[config.mk]
export PLATFORM = sky130hd
export DESIGN_NAME = dual_issue_pair
export DESIGN_NICKNAME = d
export VERILOG_FILES = /design/src/rtl/dip_pkg.sv /design/src/rtl/dip_raw_check.sv /design/src/rtl/dip_issue_ctl.sv /design/src/rtl/dual_issue_pair.sv
export SDC_FILE = /design/constraint.sdc
export NUM_CORES = 1
export LEC_CHECK = 0
export BUFFER_PORTS_ARGS = -buffer_cell sky130_fd_sc_hd__buf_2
export CORE_MARGIN = 8
export CORE_UTILIZATION = 35
export DETAILED_ROUTE_END_ITERATION = 7
export HOLD_SLACK_MARGIN = 0.06
export PLACE_DENSITY_LB_ADDON = 0.12
export SYNTH_ARGS = -nofsm -noshare
export SYNTH_HDL_FRONTEND = slang
export SYNTH_SLANG_ARGS = --single-unit
[constraint.sdc]
create_clock -name clk -period 1.77 [get_ports clk]
set_input_delay 0.177 -clock clk [delete_from_list [all_inputs] [get_ports clk]]
set_output_delay 0.177 -clock clk [all_outputs]
set_load 0.005 [all_outputs]
[src/rtl/dip_pkg.sv]
package dip_pkg;
  parameter int REG_IDX_W = 5;
  parameter int CLS_W     = 3;
  parameter int NUM_SRC   = 2;
  parameter int SLOTS     = 2;

  typedef enum logic [CLS_W-1:0] {
    CLS_INT_ALU  = 3'd0,
    CLS_INT_LD   = 3'd1,
    CLS_INT_ST   = 3'd2,
    CLS_BRANCH   = 3'd3,
    CLS_FP_ARITH = 3'd4,
    CLS_FP_LD    = 3'd5,
    CLS_FP_ST    = 3'd6,
    CLS_FP_MOV   = 3'd7
  } iclass_e;

  typedef struct packed {
    logic                 en;
    logic                 fp;
    logic [REG_IDX_W-1:0] idx;
  } operand_t;

  typedef struct packed {
    logic                      vld;
    iclass_e                   cls;
    operand_t                  rd;
    operand_t [NUM_SRC-1:0]    src;
  } insn_t;

  localparam int INSN_W = $bits(insn_t);
  localparam int PKT_W  = SLOTS * INSN_W;

  // True when an integer-pipe instruction would need an FP register file port.
  function automatic logic fp_contends(insn_t i);
    logic t;
    t = (i.cls inside {CLS_FP_LD, CLS_FP_ST, CLS_FP_MOV}) || (i.rd.en && i.rd.fp);
    for (int k = 0; k < NUM_SRC; k++) begin
      t = t | (i.src[k].en & i.src[k].fp);
    end
    return t;
  endfunction
endpackage

[src/rtl/dip_raw_check.sv]
module dip_raw_check
  import dip_pkg::*;
(
  input  operand_t               producer,
  input  operand_t [NUM_SRC-1:0] consumers,
  output logic                   hit
);
  logic [NUM_SRC-1:0] match;

  for (genvar s = 0; s < NUM_SRC; s++) begin : g_src
    // Only a register in the same file can carry a dependence.
    assign match[s] = producer.en && consumers[s].en &&
                      (producer.fp == consumers[s].fp) &&
                      (producer.idx == consumers[s].idx);
  end

  assign hit = |match;
endmodule

[src/rtl/dip_issue_ctl.sv]
module dip_issue_ctl
  import dip_pkg::*;
(
  input  logic       win_valid,
  input  logic       a_vld,
  input  iclass_e    a_cls,
  input  logic       a_contend,
  input  logic       b_vld,
  input  iclass_e    b_cls,
  input  logic       raw_hit,
  input  logic       int_busy,
  input  logic       fp_busy,
  output logic       take_int,
  output logic       take_fp,
  output logic       fp_from_b,
  output logic [1:0] consumed
);
  logic pair_ok;

  always_comb begin
    pair_ok   = b_vld && (b_cls == CLS_FP_ARITH) && !a_contend && !raw_hit && !fp_busy;
    take_int  = 1'b0;
    take_fp   = 1'b0;
    fp_from_b = 1'b0;
    consumed  = 2'd0;
    if (win_valid && a_vld) begin
      if (a_cls == CLS_FP_ARITH) begin
        // Leftover FP op from a broken pair: it goes out on its own.
        if (!fp_busy) begin
          take_fp  = 1'b1;
          consumed = 2'd1;
        end
      end else if (!int_busy) begin
        take_int = 1'b1;
        consumed = 2'd1;
        if (pair_ok) begin
          take_fp   = 1'b1;
          fp_from_b = 1'b1;
          consumed  = 2'd2;
        end
      end
    end
  end
endmodule

[src/rtl/dual_issue_pair.sv]
module dual_issue_pair
  import dip_pkg::*;
(
  input  logic              clk,
  input  logic              rst_n,
  input  logic              in_valid,
  input  logic [PKT_W-1:0]  in_pkt,
  input  logic              int_busy,
  input  logic              fp_busy,
  output logic [1:0]        consumed,
  output logic              int_v,
  output logic [INSN_W-1:0] int_insn,
  output logic              fp_v,
  output logic [INSN_W-1:0] fp_insn
);
  insn_t slot_w [SLOTS];

  for (genvar g = 0; g < SLOTS; g++) begin : g_unpack
    assign slot_w[g] = insn_t'(in_pkt[g*INSN_W +: INSN_W]);
  end

  logic a_contend, raw_hit, take_int, take_fp, fp_from_b;

  assign a_contend = fp_contends(slot_w[0]);

  dip_raw_check u_raw (
    .producer  (slot_w[0].rd),
    .consumers (slot_w[1].src),
    .hit       (raw_hit)
  );

  dip_issue_ctl u_ctl (
    .win_valid (in_valid),
    .a_vld     (slot_w[0].vld),
    .a_cls     (slot_w[0].cls),
    .a_contend (a_contend),
    .b_vld     (slot_w[1].vld),
    .b_cls     (slot_w[1].cls),
    .raw_hit   (raw_hit),
    .int_busy  (int_busy),
    .fp_busy   (fp_busy),
    .take_int  (take_int),
    .take_fp   (take_fp),
    .fp_from_b (fp_from_b),
    .consumed  (consumed)
  );

  always_ff @(posedge clk or negedge rst_n) begin
    if (!rst_n) begin
      int_v    <= 1'b0;
      fp_v     <= 1'b0;
      int_insn <= '0;
      fp_insn  <= '0;
    end else begin
      int_v <= take_int;
      fp_v  <= take_fp;
      if (take_int) int_insn <= slot_w[0];
      if (take_fp)  fp_insn  <= fp_from_b ? slot_w[1] : slot_w[0];
    end
  end

  a_r2_pair_fills_both: assert property (@(posedge clk) disable iff (!rst_n)
    consumed == 2'd2 |=> int_v && fp_v);
  a_r4_contend_alone: assert property (@(posedge clk) disable iff (!rst_n)
    a_contend |-> consumed != 2'd2);
  a_r5_raw_alone: assert property (@(posedge clk) disable iff (!rst_n)
    raw_hit |-> consumed != 2'd2);
  a_r7_fp_busy_respected: assert property (@(posedge clk) disable iff (!rst_n)
    fp_busy |=> !fp_v);
  a_r8_int_busy_respected: assert property (@(posedge clk) disable iff (!rst_n)
    int_busy |=> !int_v);
  a_r9_no_window_no_issue: assert property (@(posedge clk) disable iff (!rst_n)
    !in_valid |=> !int_v && !fp_v);
  a_r10_int_slot_holds: assert property (@(posedge clk) disable iff (!rst_n)
    !take_int |=> $stable(int_insn));
endmodule

==> run metrics, run 1 <==
outcome=finished, violations left; failing checks=negative setup slack; RePlAce Congestion=0.6956; unrepaired setup endpoints after global routing=true; pin count of the biggest net entering global routing=53; clock network power share=21.3%; Area contributors post-synth=dfrtp_1 (54%), mux2_2 (28%), xnor2_1 (2.2%), xor2_1 (2.2%), buf_6 (1.9%); DIE AREA=9754 µm²; setup_tns=-0.2628 ns; Fin Clk Skew=0 ns; worst rel slew slack=80.65%; max-slew violation count=0; Slew @ Worst Pin=0.2891 ns; GR Overflow Total=0; synthesized instance count=163; min cycle time layout=1.799 ns; Max-cap violations=0; # setup viols final=13; CP Launch Type=primary input; Synth Area in Compound Gates=1.931%; CP required=1.96 ns; internal power=0.002138 W; nets@finish=361; Fmax achieved=0.5558 GHz; dpl cells=374; antenna-violating nets left=0; clk slew on worst S/H paths=0.09 ns; Port Buffers=108; 1st-iter DRT viols=52; Worst setup EP type=flop; initial antenna violation count=0; Mapped Area=2397 µm²; Clock Latency Late Sink=0.29 ns; Vias=1822; Post-Synth Simple-Gate Area=6.367%; Antenna diodes=0; switching power total=0.0007729 W; sequential fraction of design power=52.3%; syn avg cell area=14.71 µm²; CTS tree=done; post-synthesis mux area share=30.85%; routed len/inst=18.34 µm; Worst Path Max Fanout=8; H-tree depth=2; clk root buf=clkbuf_8; Row Count=30; main combinational cell family by area after synthesis=multiplexers; GRT Util Overall=14.00%; CTS Buffer Depth=2; synth warn=0; final WL=7044 µm; fin crit share=101.6%; Post-DP HPWL=5142 µm; Die Ht=98.76 µm; Vias/cell=4.745; Primary FF master, synth=dfrtp_1; Worst VDD drop=0.4418 mV; Power Total=0.002911 W; CTS sink cnt=52; #FFs+latches synth=52; final worst setup slack=-0.02916 ns; non-filler cells in the finished layout=384; post-synthesis adder-cell area fraction=0%; die width=98.76 µm; Hold/Removal Path Class=in -> reg; Synth top area share=54.28%; Layout Area Growth over Synthesis=48.64%; starting utilization of the core area=35.68%; Arr. time, crit path=1.99 ns; asr flop ratio synth=100.0%; TritonCTS Buffers=5; critical path class=in -> reg; Mapped Nets=218; Fill cells=605; DRC viols=0; sequential cell area fraction in the yosys report=54.28%; power per standard cell area=817.0 nW/µm²; share of cells above drive strength 1=73.03%; final hold vios=0; sw frac=26.55%; Netlist cell types=27; largest area contributor in the netlist=dfrtp_1; first-pass GRT wire length=10940 µm; DRT Pass-1 Iters=4; Core Area=6719 µm²; Comb pwr share=26.4%; Top Ports=109; setup slack at placement=-0.3307 ns; vias in the first global route=2036; Post-synth EDFFs=0; xor and xnor fraction of the mapped netlist area=4.384%; leakage power=1.804 nW
==> state kept, by name, summed over array words and instances (netlist names) <==
register  cells
fp_insn      25
fp_v          1
int_insn     25
int_v         1
==> final cells by class <==
class | count | area [µm²] | area share, %
multi-input cells | 105 | 1161 | 32.58
clock buffers | 5 | 68.82 | 1.931
well taps | 80 | 100.1 | 2.809
flip-flops and latches | 52 | 1301 | 36.52
repair buffers | 142 | 932.1 | 26.16
==> synth_stat cells, types with 2 or more instances <==
master	count
buf_6	4
clkbuf_1	2
nand2_1	4
xnor2_1	6
nand4_1	2
xor2_1	6
mux2_4	2
or2_2	3
nor2_1	2
dfrtp_1	52
mux2_1	3
nor2b_1	2
mux2_2	60
nor4_1	2
==> power by group through the flow <==
stage	logic (W)	registers [W]	clock network, W
floorplan	0.000272	0.00156	0
global placement	0.000729	0.00154	0
detailed placement	0.000739	0.00154	0
CTS	0.000747	0.00153	0.000644
global route	0.000837	0.00156	0.000690
finish	0.000767	0.00152	0.000620
==> final timing paths <==
check                            start           end  slack, ns  depth (start not counted)
setup / recovery            in_pkt[18]    fp_insn[0]      -0.03                          9
hold / removal              in_pkt[10]  int_insn[10]       0.12                          2
setup reg to reg           fp_insn[18]   fp_insn[18]       0.99                          1
hold reg to reg            fp_insn[24]   fp_insn[24]       0.46                          1
max in group asynchronous        rst_n   fp_insn[22]       1.12                          3
min in group asynchronous        rst_n  int_insn[12]       0.40                          3
==> routing by layer <==
layer	routed length [µm]	share of wire (%)	GRT usage, %	vias up
met2	3045	43	20.74	72
met5	0	0	0	-
met4	62	0.88	3.424	0
met1	3371	48	18.52	881
met3	564	8.0	5.497	6
li1	-	-	-	863
==> metrics by stage <==
| step | hold slack [ns] | instance area, µm² | utilization [%] |
|---|---|---|---|
| 4_1_cts | 0.1145 | 3349 | 49.85 |
| 6_report | 0.1229 | 3563 | 53.04 |
| 3_5_place_dp | 0.1981 | 3241 | 48.23 |
| 2_1_floorplan | -0.1186 | 2397 | - |
| 3_3_place_gp | 0.1987 | 3241 | 48.23 |
| 5_1_grt | 0.1217 | 3563 | 53.04 |
==> layout by cell type, fill, tap and decap left out, types with 3 or more instances in the layout <==
| cell | Yosys | layout |
|---|---|---|
| nand2_1 | 4 | 4 |
| buf_12 | 0 | 3 |
| clkbuf_16 | 0 | 3 |
| buf_2 | 0 | 104 |
| mux2_2 | 60 | 42 |
| or2_2 | 3 | 3 |
| xor2_1 | 6 | 4 |
| mux2_4 | 2 | 23 |
| clkbuf_8 | 0 | 5 |
| buf_4 | 0 | 23 |
| xnor2_1 | 6 | 6 |
| buf_6 | 4 | 7 |
| dfrtp_1 | 52 | 52 |
==> cells by family (layout without fill, tap and decap cells) <==
family / count (synthesis) / count (layout)
multiplexers: 65 / 65
flip-flops: 52 / 52
AND/OR/NAND/NOR: 22 / 22
XOR/XNOR: 12 / 12
AO/OA/AOI/OAI: 6 / 6
buffers and inverters: 6 / 147
==> worst max-delay path: stages <==
cell,delay (ns)
buf_2,0.11
xor2_1,0.15
nor4_2,0.31
nand4_1,0.20
buf_4,0.19
nand4_4,0.11
clkbuf_16,0.20
mux2_4,0.30
mux2_2,0.26
==> repair_timing <==
item,CTS,global route
setup buffers,2,0
gates cloned,0,3
gates resized for setup,4,36
pin swaps,6,4
setup endpoints to repair,5,25
hold endpoints to repair,52,0
hold buffers,1,0
No activity file was read; power rests on OpenSTA's default activity.
==> run 2, diff against run 1 <==
Clock period 1.77 ns to 2 ns, I/O delays scaled along.
==> run 2 against run 1 <==
The run now ends clean. Global-route usage is 0.20 points lower. Clock power is 1% lower. Wire length is 6.1% lower. Non-clock buffer count is 10 lower. Worst setup slack better by 0.18 ns. Combinational power is 18% lower. Core utilization is 4.0 points lower. Sequential share of layout area is 3.0 points higher. Die area stayed put. Sequential power is 11% lower. Design area is 7.5% lower. First-iteration DRC count is 48% lower.
==> run metrics, run 2 (same netlist as run 1, synthesis figures left out) <==
CTS Buffer Depth=2 (unchanged); Worst VDD drop=0.4050 mV (was 0.4418 mV); RePlAce Congestion=0.7281 (was 0.6956); hold path cells=2 (unchanged); crit-path cells=buf_2 > xor2_1 > nor4_2 > nand4_1 > buf_4 > a311o_1 > a21oi_1 > buf_2 (was buf_2 > xor2_1 > nor4_2 > nand4_1 > buf_4 > nand4_4 > clkbuf_16 > mux2_4 > mux2_2); initial antenna violation count=0 (unchanged); reg-to-reg slack, setup=1.21 ns (was 0.99 ns); nets@finish=351 (was 361); Fill cells=631 (was 605); routed len/inst=17.55 µm (was 18.34 µm); first-pass GRT wire length=10740 µm (was 10940 µm); Row Count=30 (unchanged); pin count of the biggest net entering global routing=28 (was 53); most common cell after layout, fill and taps aside=buf_2 (unchanged); Regs by FF count=fp_insn: 25 flops, int_insn: 25 flops (unchanged); H-tree depth=2 (unchanged); Core Area=6719 µm² (unchanged); Fmax achieved=0.5418 GHz; 1st-iter DRT viols=27 (was 52); crit path buf inv count=3 (unchanged); clk root buf=clkbuf_8 (unchanged); DRC viols=0 (unchanged); DRT Pass-1 Iters=4 (unchanged); CTS sink cnt=52 (unchanged); # setup viols final=0 (was 13); final WL=6615 µm (was 7044 µm); starting utilization of the core area=35.68% (unchanged); GR Overflow Total=0 (unchanged); Arr. time, crit path=1.65 ns (was 1.99 ns); Antenna diodes=0 (unchanged); min cycle time layout=1.846 ns; GRT Util Overall=13.80% (was 14.00%); worst rel slew slack=64.86% (was 80.65%); clk slew on worst S/H paths=0.09 ns (about the same); Clock Latency Late Sink=0.29 ns (about the same); family with the most delay on the worst path=compound AO/OA/AOI/OAI gates (was simple AND/OR/NAND/NOR gates); CP Launch Type=primary input (unchanged); Die Ht=98.76 µm (unchanged); Worst Path Max Fanout=2 (was 8); unrepaired setup endpoints after global routing=false (was true); CP required=1.80 ns (was 1.96 ns); outcome=completed (was finished, violations left); min-delay src=in_pkt[4] (was in_pkt[10]); Fin Clk Skew=0 ns (unchanged); max incr delay on CP=0.30 ns (was 0.31 ns); worst r2r src=fp_insn[24] (was fp_insn[18]); max-slew violation count=0 (unchanged); Top Ports=109 (unchanged); Slew @ Worst Pin=0.5271 ns (was 0.2891 ns); DIE AREA=9754 µm² (unchanged); CTS tree=done (unchanged); vias in the first global route=2026 (was 2036); share of cells above drive strength 1=69.70% (was 73.03%); fin crit share=92.29%; die width=98.76 µm (unchanged); Vias/cell=4.756 (was 4.745); Post-DP HPWL=5287 µm (was 5142 µm); slowest cell on the critical path=a311o_1 (was nor4_2); Critical Path Most Common Cell=buf_2; final hold vios=0 (unchanged); Layout Area Growth over Synthesis=37.47% (was 48.64%); Vias=1793 (was 1822); TritonCTS Buffers=5 (unchanged); Max-cap violations=0 (unchanged); leakage power=1.620 nW (was 1.804 nW); critical path class=in -> out (was in -> reg); hold slack final=0.1484 ns (was 0.1229 ns); capturing point of the worst reg2reg path=fp_insn[24] (was fp_insn[18]); Port Buffers=108 (unchanged); most frequent cells in the layout=buf_2 (108), mux2_2 (60), dfrtp_1 (52), buf_4 (21) (was buf_2 (104), dfrtp_1 (52), mux2_2 (42), mux2_4 (23), buf_4 (23)); Worst setup EP type=output port (was flop); antenna-violating nets left=0 (unchanged); Power Total=0.002587 W (was 0.002911 W); Worst Hold Endpoint=int_insn[4] (was int_insn[10]); Hold/Removal Path Class=in -> reg (unchanged); r2r worst-path depth=1 (unchanged); power per standard cell area=784.9 nW/µm² (was 817.0 nW/µm²)
run 2: changes by cell type in the layout (fill, tap and decap cells not counted), sizes merged:
| cell | delta |
|---|---|
| buf | -7 |
run 2: area by class of cell:
cell class	instances	area (µm²)	share of cell area, %
Sequential cell	52	1301	39.48
Clock buffer	8	90.09	2.733
Tap cell	80	100.1	3.037
Multi-Input combinational cell	105	1056	32.04
Timing Repair Buffer	132	748.2	22.70
run 2: per-stage QoR:
stage,setup WS [ns],cells,TNS [ns],area (µm²),util (%)
after detailed placement,-0.1130,366,-2.162,3168,47.15
final,0.1542,377,0,3296,49.05
after CTS,0.01093,376,0,3276,48.75
after global routing,0.05102,377,0,3296,49.05
after global placement,-0.06137,366,-1.035,3168,47.15
after floorplan,0.2103,163,0,2397,-
run 2: timing repair:
| action | in CTS | in global routing |
|---|---|---|
| hold buffers | 1 | 0 |
| endpoints found under the hold margin | 21 | 0 |
| buffers inserted | 1 | 1 |
| setup endpoints to repair | 1 | 1 |
| pin swaps | 1 | 1 |
| resized for setup | 0 | 2 |
run 2: worst max-delay path by stage:
stage | slack [ns] | start | cells past startpoint | end
finish | 0.15 | in_pkt[14] | 8 | consumed[0]
global route | 0.05 | in_pkt[15] | 8 | consumed[0]
CTS | 0.01 | in_pkt[26] | 8 | consumed[0]
detailed placement | -0.11 | in_pkt[26] | 8 | fp_insn[9]
global placement | -0.06 | in_pkt[15] | 8 | fp_insn[18]
floorplan | 0.21 | in_pkt[14] | 7 | fp_insn[5]
run 2: routing by layer:
layer	track usage, %	vias to the layer above	wire (µm)
met5	0	-	0
met4	3.542	0	63
met3	5.920	6	613
met2	21.57	68	2891
met1	16.99	868	3046
li1	-	851	-
run 2: power by group:
part	switching, W	internal, W
Combinational	0.000255	0.000373
Sequential	0.0000970	0.00125
Clock	0.000328	0.000283
